File: src/rtl/led_beacon_pkg.sv
package led_beacon_pkg;

  // width of the shared phase divider: one bit per blink rate
  localparam int PHASE_BITS = 3;

  typedef logic [2:0] wave_code_t;

  localparam wave_code_t WAVE_LOW     = 3'b000;
  localparam wave_code_t WAVE_QUARTER = 3'b100;
  localparam wave_code_t WAVE_HALF    = 3'b101;
  localparam wave_code_t WAVE_ONE     = 3'b110;
  localparam wave_code_t WAVE_RELEASE = 3'b111;

  typedef struct packed {
    logic       en;
    wave_code_t code;
    logic       port;
    logic [2:0] pin;
  } beacon_cfg_t;

endpackage

File: src/rtl/led_prescaler.sv
module led_prescaler #(
  parameter int CLK_HZ = 50_000_000
) (
  input  logic clk,
  input  logic rst,
  output logic tick
);
  localparam int HALF = (CLK_HZ / 2 < 1) ? 1 : CLK_HZ / 2;
  localparam int CW   = (HALF > 1) ? $clog2(HALF) : 1;

  logic [CW-1:0] cnt;

  always_ff @(posedge clk) begin
    if (rst)
      cnt <= '0;
    else if (cnt == CW'(HALF - 1))
      cnt <= '0;
    else
      cnt <= cnt + 1'b1;
  end

  assign tick = (cnt == CW'(HALF - 1));
endmodule

File: src/rtl/led_phase_div.sv
module led_phase_div #(
  parameter int WIDTH = 3
) (
  input  logic             clk,
  input  logic             rst,
  input  logic             tick,
  output logic [WIDTH-1:0] phase
);
  always_ff @(posedge clk) begin
    if (rst)
      phase <= '0;
    else if (tick)
      phase <= phase + 1'b1;
  end
endmodule

File: src/rtl/led_wave_sel.sv
module led_wave_sel
  import led_beacon_pkg::*;
(
  input  wave_code_t            code,
  input  logic [PHASE_BITS-1:0] phase,
  output logic                  val,
  output logic                  hiz
);
  always_comb begin
    val = 1'b0;
    hiz = 1'b0;
    case (code)
      WAVE_RELEASE: begin
        val = 1'b1;
        hiz = 1'b1;
      end
      WAVE_ONE:     val = phase[0];
      WAVE_HALF:    val = phase[1];
      WAVE_QUARTER: val = phase[2];
      default:      val = 1'b0;
    endcase
  end
endmodule

File: src/rtl/led_pin_route.sv
module led_pin_route #(
  parameter int PINS_PER_PORT = 8,
  parameter int NUM_PORTS     = 2,
  parameter logic [NUM_PORTS*PINS_PER_PORT-1:0] VALID_MASK = 'h387F
) (
  input  logic                               en,
  input  logic                               port,
  input  logic [2:0]                         pin,
  output logic [NUM_PORTS*PINS_PER_PORT-1:0] sel
);
  for (genvar p = 0; p < NUM_PORTS; p++) begin : g_port
    for (genvar i = 0; i < PINS_PER_PORT; i++) begin : g_pin
      if (VALID_MASK[p*PINS_PER_PORT+i]) begin : g_valid
        assign sel[p*PINS_PER_PORT+i] = en && (port == 1'(p)) && (pin == 3'(i));
      end else begin : g_absent
        assign sel[p*PINS_PER_PORT+i] = 1'b0;
      end
    end
  end
endmodule

File: src/rtl/led_beacon.sv
module led_beacon
  import led_beacon_pkg::*;
#(
  parameter int CLK_HZ        = 50_000_000,
  parameter int PINS_PER_PORT = 8,
  parameter int NUM_PORTS     = 2,
  parameter logic [NUM_PORTS*PINS_PER_PORT-1:0] VALID_MASK = 'h387F
) (
  input  logic                               clk,
  input  logic                               rst,
  input  logic                               cfg_we,
  input  logic [7:0]                         cfg_wdata,
  output logic [NUM_PORTS*PINS_PER_PORT-1:0] ovr_en,
  output logic                               drv_val,
  output logic                               drv_hiz
);
  localparam int NUM_PINS = NUM_PORTS * PINS_PER_PORT;

  beacon_cfg_t cfg_q;

  always_ff @(posedge clk) begin
    if (rst)
      cfg_q <= '0;
    else if (cfg_we)
      cfg_q <= beacon_cfg_t'(cfg_wdata);
  end

  logic                  tick;
  logic [PHASE_BITS-1:0] phase;

  led_prescaler #(.CLK_HZ(CLK_HZ)) u_pre (
    .clk  (clk),
    .rst  (rst),
    .tick (tick)
  );

  led_phase_div #(.WIDTH(PHASE_BITS)) u_div (
    .clk   (clk),
    .rst   (rst),
    .tick  (tick),
    .phase (phase)
  );

  logic [NUM_PINS-1:0] sel;

  led_pin_route #(
    .PINS_PER_PORT (PINS_PER_PORT),
    .NUM_PORTS     (NUM_PORTS),
    .VALID_MASK    (VALID_MASK)
  ) u_route (
    .en   (cfg_q.en),
    .port (cfg_q.port),
    .pin  (cfg_q.pin),
    .sel  (sel)
  );

  logic w_val, w_hiz;

  led_wave_sel u_wave (
    .code  (cfg_q.code),
    .phase (phase),
    .val   (w_val),
    .hiz   (w_hiz)
  );

  always_ff @(posedge clk) begin
    if (rst) begin
      ovr_en  <= '0;
      drv_val <= 1'b0;
      drv_hiz <= 1'b0;
    end else begin
      ovr_en  <= sel;
      drv_val <= (|sel) & w_val;
      drv_hiz <= (|sel) & w_hiz;
    end
  end
endmodule

File: config.mk
export PLATFORM = sky130hd
export DESIGN_NAME = led_beacon
export DESIGN_NICKNAME = d
export VERILOG_FILES = /design/src/rtl/led_beacon_pkg.sv /design/src/rtl/led_prescaler.sv /design/src/rtl/led_phase_div.sv /design/src/rtl/led_wave_sel.sv /design/src/rtl/led_pin_route.sv /design/src/rtl/led_beacon.sv
export SDC_FILE = /design/constraint.sdc
export NUM_CORES = 1
export LEC_CHECK = 0
export ABC_AREA = 0
export BUFFER_PORTS_ARGS = -buffer_cell sky130_fd_sc_hd__buf_2
export CAP_MARGIN = 20
export CORE_UTILIZATION = 45
export CTS_BUF_LIST = sky130_fd_sc_hd__clkbuf_8
export DETAILED_ROUTE_END_ITERATION = 8
export PLACE_DENSITY = 0.66
export REMOVE_ABC_BUFFERS = 1
export SETUP_SLACK_MARGIN = 0.2
export SLEW_MARGIN = 25
export SYNTH_ARGS = -nofsm -noshare
export SYNTH_HDL_FRONTEND = slang
export SYNTH_SLANG_ARGS = --single-unit
export TNS_END_PERCENT = 50
File: constraint.sdc
create_clock -name clk -period 5.3 [get_ports clk]
set_clock_uncertainty 0.15 [all_clocks]
set_input_delay 0.265 -clock clk [delete_from_list [all_inputs] [get_ports clk]]
set_output_delay 0.265 -clock clk [all_outputs]
set_load 0.02 [all_outputs]
==> reports/qor.yml, run 1 <==
die:
  rows: 24
  die_h_um: 69.8
  core_area_um2: 4380
  fp.dieW_um: 69.8
  ioPinCount: 29
  start_util_pct: 47.2
  fp.dieArea_um2: 4870
critical_path:
  endpoint_kind: "flop"
  arrival_ns: 2.41
  crit_family: "simple AND/OR/NAND/NOR gates"
  regToRegSetupSlack_ns: 2.94
  crit_chain: "ha_1, and3_1, nand4_1, o21bai_1, buf_4, nor2_1"
  worst-path-max-fanout: 16
  worst-setup-path-type: "flop to flop"
  worst_path_largest_cell_delay_ns: 0.58
  crit_start: "u_pre.cnt[0]$_SDFF_PP0_"
  crit_buf_inv: 1
  r2r_end: "u_pre.cnt[8]$_SDFF_PP0_"
  cp-start-kind: "flop"
  rr_startpoint: "u_pre.cnt[0]$_SDFF_PP0_"
  r2r_cells: 6
  worst-path-stages: 6
  required_ns: 5.35
  cpMaxStageDelayCell: "o21bai_1"
clocking:
  cts_max_level: 2
  postCtsSetupRepairBufs: 0
  numCtsBuffers: 5
  clkLatencyLatePin_ns: 0.30
  clk_path_buf_depth: 2
  clkTransAtPathRegs_ns: 0.08
  ctsResizeCount: 0
  tritoncts: "yes"
  cts-root-buf: "clkbuf_8"
  cts.sinks: 48
  hold_buffers: 0
placed_design:
  place_hpwl_um: 2550
  gp_congestion: 0.761
  dp_worst_setup_slack_ns: 2.90
  portBuffers: 22
  dpl.cell_count: 293
hold_path:
  min_path_type: "input pin to flop"
  holdPathEnd: "cfg_q[7]$_SDFFE_PP0P_"
  hold_depth: 3
  worstHoldStart: "cfg_wdata[7]"
global_route:
  grt_use_total_pct: 16.0
  grt_max_degree: 17
  antenna_found_initial: 0
  grt_pass1_vias: 1449
  overflow: 0
  grt_pass1_wl_um: 6260
pwr:
  cellPowerDensity_nw_per_um2: 290
  ir_drop_mv: 0.188
  p_leak_uw: 0.000852
synth:
  ys_seq_area_share_pct: 46.5
  synth_top_family_by_area: "simple AND/OR/NAND/NOR gates"
  syn-cell-area_um2: 2070
  yosysMostFrequentCell: "dfxtp_1"
  synth-xor-area-share_pct: 5.08
  syn_avg_cell_area_um2: 9.03
  async_flop_share_pct: 0
  synth.distinct_cells: 40
  synth-adder-area-share_pct: 1.21
  synthMuxAreaShare_pct: 4.90
  postSynthCellCount: 229
  synth.top_cell.area_share_pct: 46.5
  synth_simple_gate_area_share_pct: 27.2
  synthFlopType: "dfxtp_1"
  ys_top_cells_by_count: "dfxtp_1 (48), nor2_1 (32), a21oi_1 (14), nand2_1 (14)"
  synth_area_leaders: "dfxtp_1 (46%), nor2_1 (5.8%), mux2i_1 (4.4%)"
  ys_ff_latch: 48
  synth-compound-area-share_pct: 9.20
  synth_edf_count: 0
  ys_warn_count: 0
  synth_area_leader_cell: "dfxtp_1"
layout:
  syn_to_final_growth_pct: 10.4
  fillers: 398
  regArea_um2: 961
  nets: 261
  final_util_pct: 52.1
  final_cells: 301
  multiInputGateArea_um2: 1010
  n_antenna_cell: 0
  drive_above_1_share_pct: 14.9
timing:
  setup-violations-final: 0
  hold_viol_final: 0
  report.final.slew_viol_count: 0
  worst_pin_slew_ns: 0.640
  layout_worst_path_cycle_share_pct: 44.6
  finalSetupTns_ns: 0
  layout_min_cycle_time_ns: 2.36
  slew_headroom_pct: 57.2
  rsz0062_at_grt: "false"
  max_freq_mhz: 423
  fin_ws_ns: 2.94
route:
  routedWlPerCell_um: 12.1
  drt_first_pass_iters: 4
  routed_via_density: 5.22
  first_iter_violations: 52
  vias: 1570
  drt_wl_total_um: 3630
  drc: 0
  ant_nets: 0
job:
  max_cap_violations: 0
run_status:
  status: "finished clean"
==> power breakdown <==
group | internal [µW] | total, µW | switching [µW]
registers | 366 | 373 | 6.61
logic | 11.4 | 28.3 | 17.0
clock network | 140 | 260 | 121
total | 517 | 662 | 144
==> per-layer routing <==
metal	wire (µm)	vias to the layer above	GRT usage [%]
li1	-	835	-
met1	1750	702	19.2
met2	1680	27	26.3
met3	134	6	4.22
met4	63	0	8.00
met5	0	-	0
==> kinds of logic (layout without fill, tap and decap cells) <==
| family | Yosys count | after routing |
|---|---|---|
| other | 1 | 6 |
| XOR/XNOR | 12 | 12 |
| multiplexers | 10 | 10 |
| AND/OR/NAND/NOR | 102 | 102 |
| AO/OA/AOI/OAI | 32 | 32 |
| buffers and inverters | 22 | 37 |
| flip-flops | 48 | 48 |
| adder cells (fa/ha/maj) | 2 | 2 |
==> cells in the final DEF (no fill, tap or decap), types with 4 or more instances in the layout <==
cell type and n:
inv_1 6, mux2i_1 9, o31ai_1 10, nor3_1 4
nor4_1 4, nand4_1 6, dfxtp_1 48, o21ai_0 6
xor2_1 4, a21oi_1 14, or3_1 4, nor2_1 32
xnor2_1 8, nand3_1 6, clkbuf_8 5, nand2_1 14
buf_2 22, conb_1 6, or4_1 10
==> flip-flops by register name (all words and copies together), names as in the netlist <==
signal       flops
drv_hiz          1
u_div.phase      3
drv_val          1
ovr_en          10
u_pre.cnt       25
cfg_q            8
==> tightest hold or removal path: stages <==
cell     delay (ns)
buf_2          0.07
mux2i_1        0.06
nor2_1         0.07
==> worst max path at each step <==
stage / to / slack [ns]
floorplan: u_pre.cnt[10]$_SDFF_PP0_ / 3.03
global placement: u_pre.cnt[5]$_SDFF_PP0_ / 2.92
detailed placement: u_pre.cnt[13]$_SDFF_PP0_ / 2.90
CTS: u_pre.cnt[8]$_SDFF_PP0_ / 2.89
global route: u_pre.cnt[13]$_SDFF_PP0_ / 2.68
finish: u_pre.cnt[8]$_SDFF_PP0_ / 2.94
==> layout make-up <==
cell class | count | share of cell area (%)
tap | 52 | 2.85
timing repair buffer | 23 | 5.15
inverter | 6 | 0.986
multi-input combinational | 164 | 44.1
clock inverter | 3 | 1.86
clock buffer | 5 | 3.01
sequential | 48 | 42.1
==> metrics by stage <==
step	instance area, µm²	hold slack (ns)	total power [µW]
4_1_cts	2280	0.0425	669
3_3_place_gp	2170	0.306	410
5_1_grt	2280	0.0537	685
6_report	2280	0.0460	662
2_1_floorplan	1990	0.184	399
3_5_place_dp	2170	0.312	410
No activity file was read; power rests on OpenSTA's default activity.
==> run 2, diff against run 1 <==
Clock period 5.3 ns to 2.2 ns, I/O delays scaled along.
==> run 2 against run 1 <==
  * First-iteration DRC count increased by 52%
  * Clock power is 96% higher
  * Register-to-register slack worse by 2.7 ns
  * Final area is 7.8% higher
  * Final cell count is 6.6% higher
  * Combinational power rose to 3.2 times the previous value
  * Flip-flop and latch count did not move
  * Fmax grew 23%
==> reports/qor.yml, run 2 (synthesis gave the netlist of run 1 again) <==
route:
  vias: 1683
  first_iter_violations: 79
  drt_first_pass_iters: 4
  routed_via_density: 5.24
  ant_nets: 0
  drc: 0
  drt_wl_total_um: 3940
  routedWlPerCell_um: 12.3
timing:
  layout_worst_path_cycle_share_pct: 87.6
  max_freq_mhz: 519
  layout_min_cycle_time_ns: 1.93
  report.final.slew_viol_count: 0
  rsz0062_at_grt: "true"
  hold_viol_final: 0
  setup-violations-final: 0
run_status:
  status: "finished clean"
critical_path:
  crit_family: "simple AND/OR/NAND/NOR gates"
  arrival_ns: 2.02
  worstSetupEndpoint: "u_pre.cnt[20]$_SDFF_PP0_"
  worst-path-stages: 6
  r2r_cells: 6
  rr_startpoint: "u_pre.cnt[0]$_SDFF_PP0_"
  crit_buf_inv: 1
  cp-start-kind: "flop"
  worst-path-max-fanout: 5
  worst-setup-path-type: "flop to flop"
  required_ns: 2.29
  cpMaxStageDelayCell: "dfxtp_2"
  regToRegSetupSlack_ns: 0.27
  crit_chain: "ha_2, nand4_1, buf_4, or2_2, or3_1, a21oi_1"
  r2r_end: "u_pre.cnt[20]$_SDFF_PP0_"
  endpoint_kind: "flop"
  worst_path_largest_cell_delay_ns: 0.36
  crit_start: "u_pre.cnt[0]$_SDFF_PP0_"
hold_path:
  min_path_type: "input pin to flop"
layout:
  nets: 281
  reg.largest.list: "u_pre.cnt (25), ovr_en (10), cfg_q (8)"
  mostFrequentLayoutCells: "dfxtp_1 (46), nor2_1 (32), buf_2 (22)"
  syn_to_final_growth_pct: 19.0
  regMostFlops: "u_pre.cnt"
  mostFrequentLayoutCell: "dfxtp_1"
  final_util_pct: 56.1
  largest_register_ffs: 25
  drive_above_1_share_pct: 19.0
  n_antenna_cell: 0
die:
  start_util_pct: 47.2
  fp.dieArea_um2: 4870
  core_area_um2: 4380
  ioPinCount: 29
  die_h_um: 69.8
  rows: 24
  fp.dieW_um: 69.8
pwr:
  cellPowerDensity_nw_per_um2: 609
  switching_share_pct: 23.2
  p_total_uw: 1500
  power_frac_seq_pct: 60.1
  ir_drop_mv: 0.421
  clockPowerShare_pct: 34.0
  p_leak_uw: 0.000939
  internal_power_uw: 1150
  power_frac_comb_pct: 6.0
  p_switching_uw: 348
placed_design:
  place_hpwl_um: 2510
  portBuffers: 22
  gp_congestion: 0.850
clocking:
  tritoncts: "yes"
  cts-root-buf: "clkbuf_8"
  clkLatencyLatePin_ns: 0.30
  cts_max_level: 2
  numCtsBuffers: 5
  clk_path_buf_depth: 2
  clkTransAtPathRegs_ns: 0.09
  cts.sinks: 48
global_route:
  grt_pass1_vias: 1495
  overflow: 0
  grt_pass1_wl_um: 6530
  grt_use_total_pct: 16.7
  antenna_found_initial: 0
  grt_max_degree: 17
job:
  max_cap_violations: 0
-- run 2: timing repair --
item	CTS	global route
setup buffers	0	5
hold buffers	13	0
gates resized for setup	1	7
endpoints found under the setup margin	1	26
pin swaps	0	4
cloned	0	1
endpoints found under the hold margin	8	0
-- run 2: power groups by stage --
| stage | Combinational (µW) | Clock, µW | Sequential (µW) |
|---|---|---|---|
| 6_report | 89.4 | 509 | 900 |
| 5_1_grt | 98.1 | 562 | 903 |
| 4_1_cts | 88.3 | 526 | 899 |
| 3_5_place_dp | 69.7 | 0 | 919 |
| 3_3_place_gp | 69.6 | 0 | 919 |
| 2_1_floorplan | 43.2 | 0 | 917 |
-- run 2: final cells by class --
class	instances	area [µm²]
Multi-Input combinational cell	165	1030
Timing Repair Buffer	42	297
Clock inverter	3	18.8
Inverter	6	22.5
Clock buffer	5	68.8
Tap cell	52	65.1
Sequential cell	48	963
Fill cell	407	1920
-- run 2: worst min-delay path by stage --
stage | from | to | cells past startpoint
after floorplan | rst | u_div.phase[0]$_SDFFE_PP0N_ | 1
after global placement | cfg_wdata[7] | cfg_q[7]$_SDFFE_PP0P_ | 3
after detailed placement | cfg_wdata[2] | cfg_q[2]$_SDFFE_PP0P_ | 3
after CTS | rst | cfg_q[3]$_SDFFE_PP0P_ | 2
after global routing | rst | cfg_q[3]$_SDFFE_PP0P_ | 2
final | rst | cfg_q[3]$_SDFFE_PP0P_ | 2
-- run 2: stage by stage --
step	setup slack [ns]	TNS, ns	instances	cell area [µm²]	hold slack (ns)
6_report	0.273	0	321	2460	0.00602
5_1_grt	0.173	0	321	2460	0.0210
4_1_cts	0.235	0	315	2400	0.00146
3_5_place_dp	0.196	0	294	2180	0.203
3_3_place_gp	0.264	0	294	2180	0.198
2_1_floorplan	-0.0732	-1.34	218	1990	0.0291
-- run 2: routing by layer --
metal	part of all wire [%]	global-route usage, %	vias up
li1	-	-	877
met3	3.8	4.07	5
met5	0	0	-
met2	48	27.6	38
met1	47	20.2	763
met4	1.4	8.00	0
==> run 3, diff against run 2 <==
Settings changed: PLACE_DENSITY 0.66 to 0.69.
Clock period 2.2 ns to 1.68 ns, I/O delays scaled along.
==> run 3 against run 2 <==
  * Critical path depth is 1 lower
  * Final area up 21%
  * Global-route usage increased by 3.8 points
  * The run now ends with negative setup slack left
  * Register-to-register slack got worse by 0.42 ns
==> reports/qor.yml, run 3 (synthesis gave the netlist of run 1 again) <==
critical_path:
  crit_family: "simple AND/OR/NAND/NOR gates"
  crit_buf_inv: 1
  worst_path_largest_cell_delay_ns: 0.50
  worst-path-max-fanout: 5
  r2r_cells: 5
  crit_start: "u_pre.cnt[0]$_SDFF_PP0_"
  worst-setup-path-type: "flop to flop"
  r2r_end: "u_pre.cnt[21]$_SDFF_PP0_"
  regToRegSetupSlack_ns: -0.15
  worstSetupEndpoint: "u_pre.cnt[21]$_SDFF_PP0_"
  required_ns: 1.77
  worst-path-stages: 5
  cpMaxStageDelayCell: "or4_4"
  cp-start-kind: "flop"
  arrival_ns: 1.92
  crit_chain: "buf_6, nand4_4, or3_4, or4_4, a21oi_2"
  rr_startpoint: "u_pre.cnt[0]$_SDFF_PP0_"
  endpoint_kind: "flop"
global_route:
  grt_max_degree: 16
  grt_use_total_pct: 20.5
  overflow: 0
  grt_pass1_vias: 1818
  grt_pass1_wl_um: 7980
  antenna_found_initial: 0
die:
  ioPinCount: 29
  start_util_pct: 47.2
  die_h_um: 69.8
  core_area_um2: 4380
  rows: 24
  fp.dieW_um: 69.8
  fp.dieArea_um2: 4870
route:
  drt_first_pass_iters: 4
  routed_via_density: 5.28
  routedWlPerCell_um: 13.8
  first_iter_violations: 76
  vias: 1927
  drt_wl_total_um: 5030
  drc: 0
  ant_nets: 0
pwr:
  cellPowerDensity_nw_per_um2: 689
  ir_drop_mv: 0.687
  p_leak_uw: 0.00122
timing:
  layout_worst_path_cycle_share_pct: 109
  hold_viol_final: 0
  max_freq_mhz: 547
  setup-violations-final: 26
  report.final.slew_viol_count: 0
  fin_ws_ns: -0.147
  rsz0062_at_grt: "true"
  layout_min_cycle_time_ns: 1.83
hold_path:
  min_path_type: "input pin to flop"
clocking:
  cts_max_level: 2
  numCtsBuffers: 5
  clkTransAtPathRegs_ns: 0.08
  clk_path_buf_depth: 2
  cts.sinks: 48
  cts-root-buf: "clkbuf_8"
  clkLatencyLatePin_ns: 0.30
  tritoncts: "yes"
layout:
  final_util_pct: 67.8
  multiInputGateArea_um2: 1160
  nets: 325
  reg.largest.list: "u_pre.cnt (25), ovr_en (10), cfg_q (8)"
  largest_register_ffs: 25
  drive_above_1_share_pct: 39.0
  fillers: 344
  regMostFlops: "u_pre.cnt"
  n_antenna_cell: 0
  syn_to_final_growth_pct: 43.7
  mostFrequentLayoutCells: "buf_4 (43), dfxtp_1 (36), nor2_1 (32)"
  regArea_um2: 978
  mostFrequentLayoutCell: "buf_4"
  final_area_um2: 2970
placed_design:
  place_hpwl_um: 2960
  gp_congestion: 0.791
  portBuffers: 22
  dpl-instance-area_um2: 2490
run_status:
  violations: "negative setup slack"
  status: "complete, but fails checks"
job:
  max_cap_violations: 0
-- run 3: metal layers --
| layer | GRT usage [%] | routed length [µm] | vias up |
|---|---|---|---|
| met5 | 0 | 0 | - |
| met4 | 8.00 | 64 | 0 |
| met3 | 3.49 | 174 | 5 |
| met2 | 37.0 | 2730 | 49 |
| met1 | 23.8 | 2060 | 907 |
| li1 | - | - | 966 |
-- run 3: cell type report --
| cell class | count | share of cell area [%] |
|---|---|---|
| inverter | 6 | 0.758 |
| sequential | 48 | 32.9 |
| clock inverter | 2 | 0.505 |
| tap | 52 | 2.19 |
| multi-input combinational | 166 | 39.2 |
| clock buffer | 6 | 2.78 |
| timing repair buffer | 85 | 21.7 |
-- run 3: timing repair --
item                                    4_1_cts  5_1_grt
setup buffers                                 0        3
pin swaps                                     1       13
hold buffers                                 17        0
endpoints found under the setup margin       27       40
hold endpoints to repair                     12        0
resized for setup                            15       36
cloned                                        1        1
-- run 3: per-stage QoR --
stage	setup slack [ns]	hold slack [ns]	setup TNS, ns	std cells	power, µW
floorplan	-0.593	0.00307	-13.86	218	1260
global placement	-0.133	0.166	-1.29	335	1310
detailed placement	-0.161	0.180	-1.56	335	1310
CTS	-0.106	0.326	-1.14	361	2050
global route	-0.203	0.315	-4.36	365	2130
finish	-0.147	0.277	-2.22	365	2050
-- run 3: worst min path at each step --
stage,startpoint,end,slack (ns),depth (start not counted)
floorplan,rst,u_div.phase[0]$_SDFFE_PP0N_,0.003,1
global placement,cfg_wdata[4],cfg_q[4]$_SDFFE_PP0P_,0.17,3
detailed placement,cfg_wdata[2],cfg_q[2]$_SDFFE_PP0P_,0.18,3
CTS,cfg_q[6]$_SDFFE_PP0P_,drv_hiz$_SDFF_PP0_,0.33,2
global route,cfg_we,cfg_q[0]$_SDFFE_PP0P_,0.32,4
finish,cfg_we,cfg_q[0]$_SDFFE_PP0P_,0.28,4
-- run 3: worst reg2reg max path: stages, from the launching register on --
cell and delay [ns]:
dfxtp_4 0.38, buf_6 0.10, nand4_4 0.11, or3_4 0.39, or4_4 0.50, a21oi_2 0.14
-- run 3: report_power, final --
group,switching (µW),internal (µW)
registers,20.4,1160
logic,74.2,85.2
clock network,380,333
total,474,1570
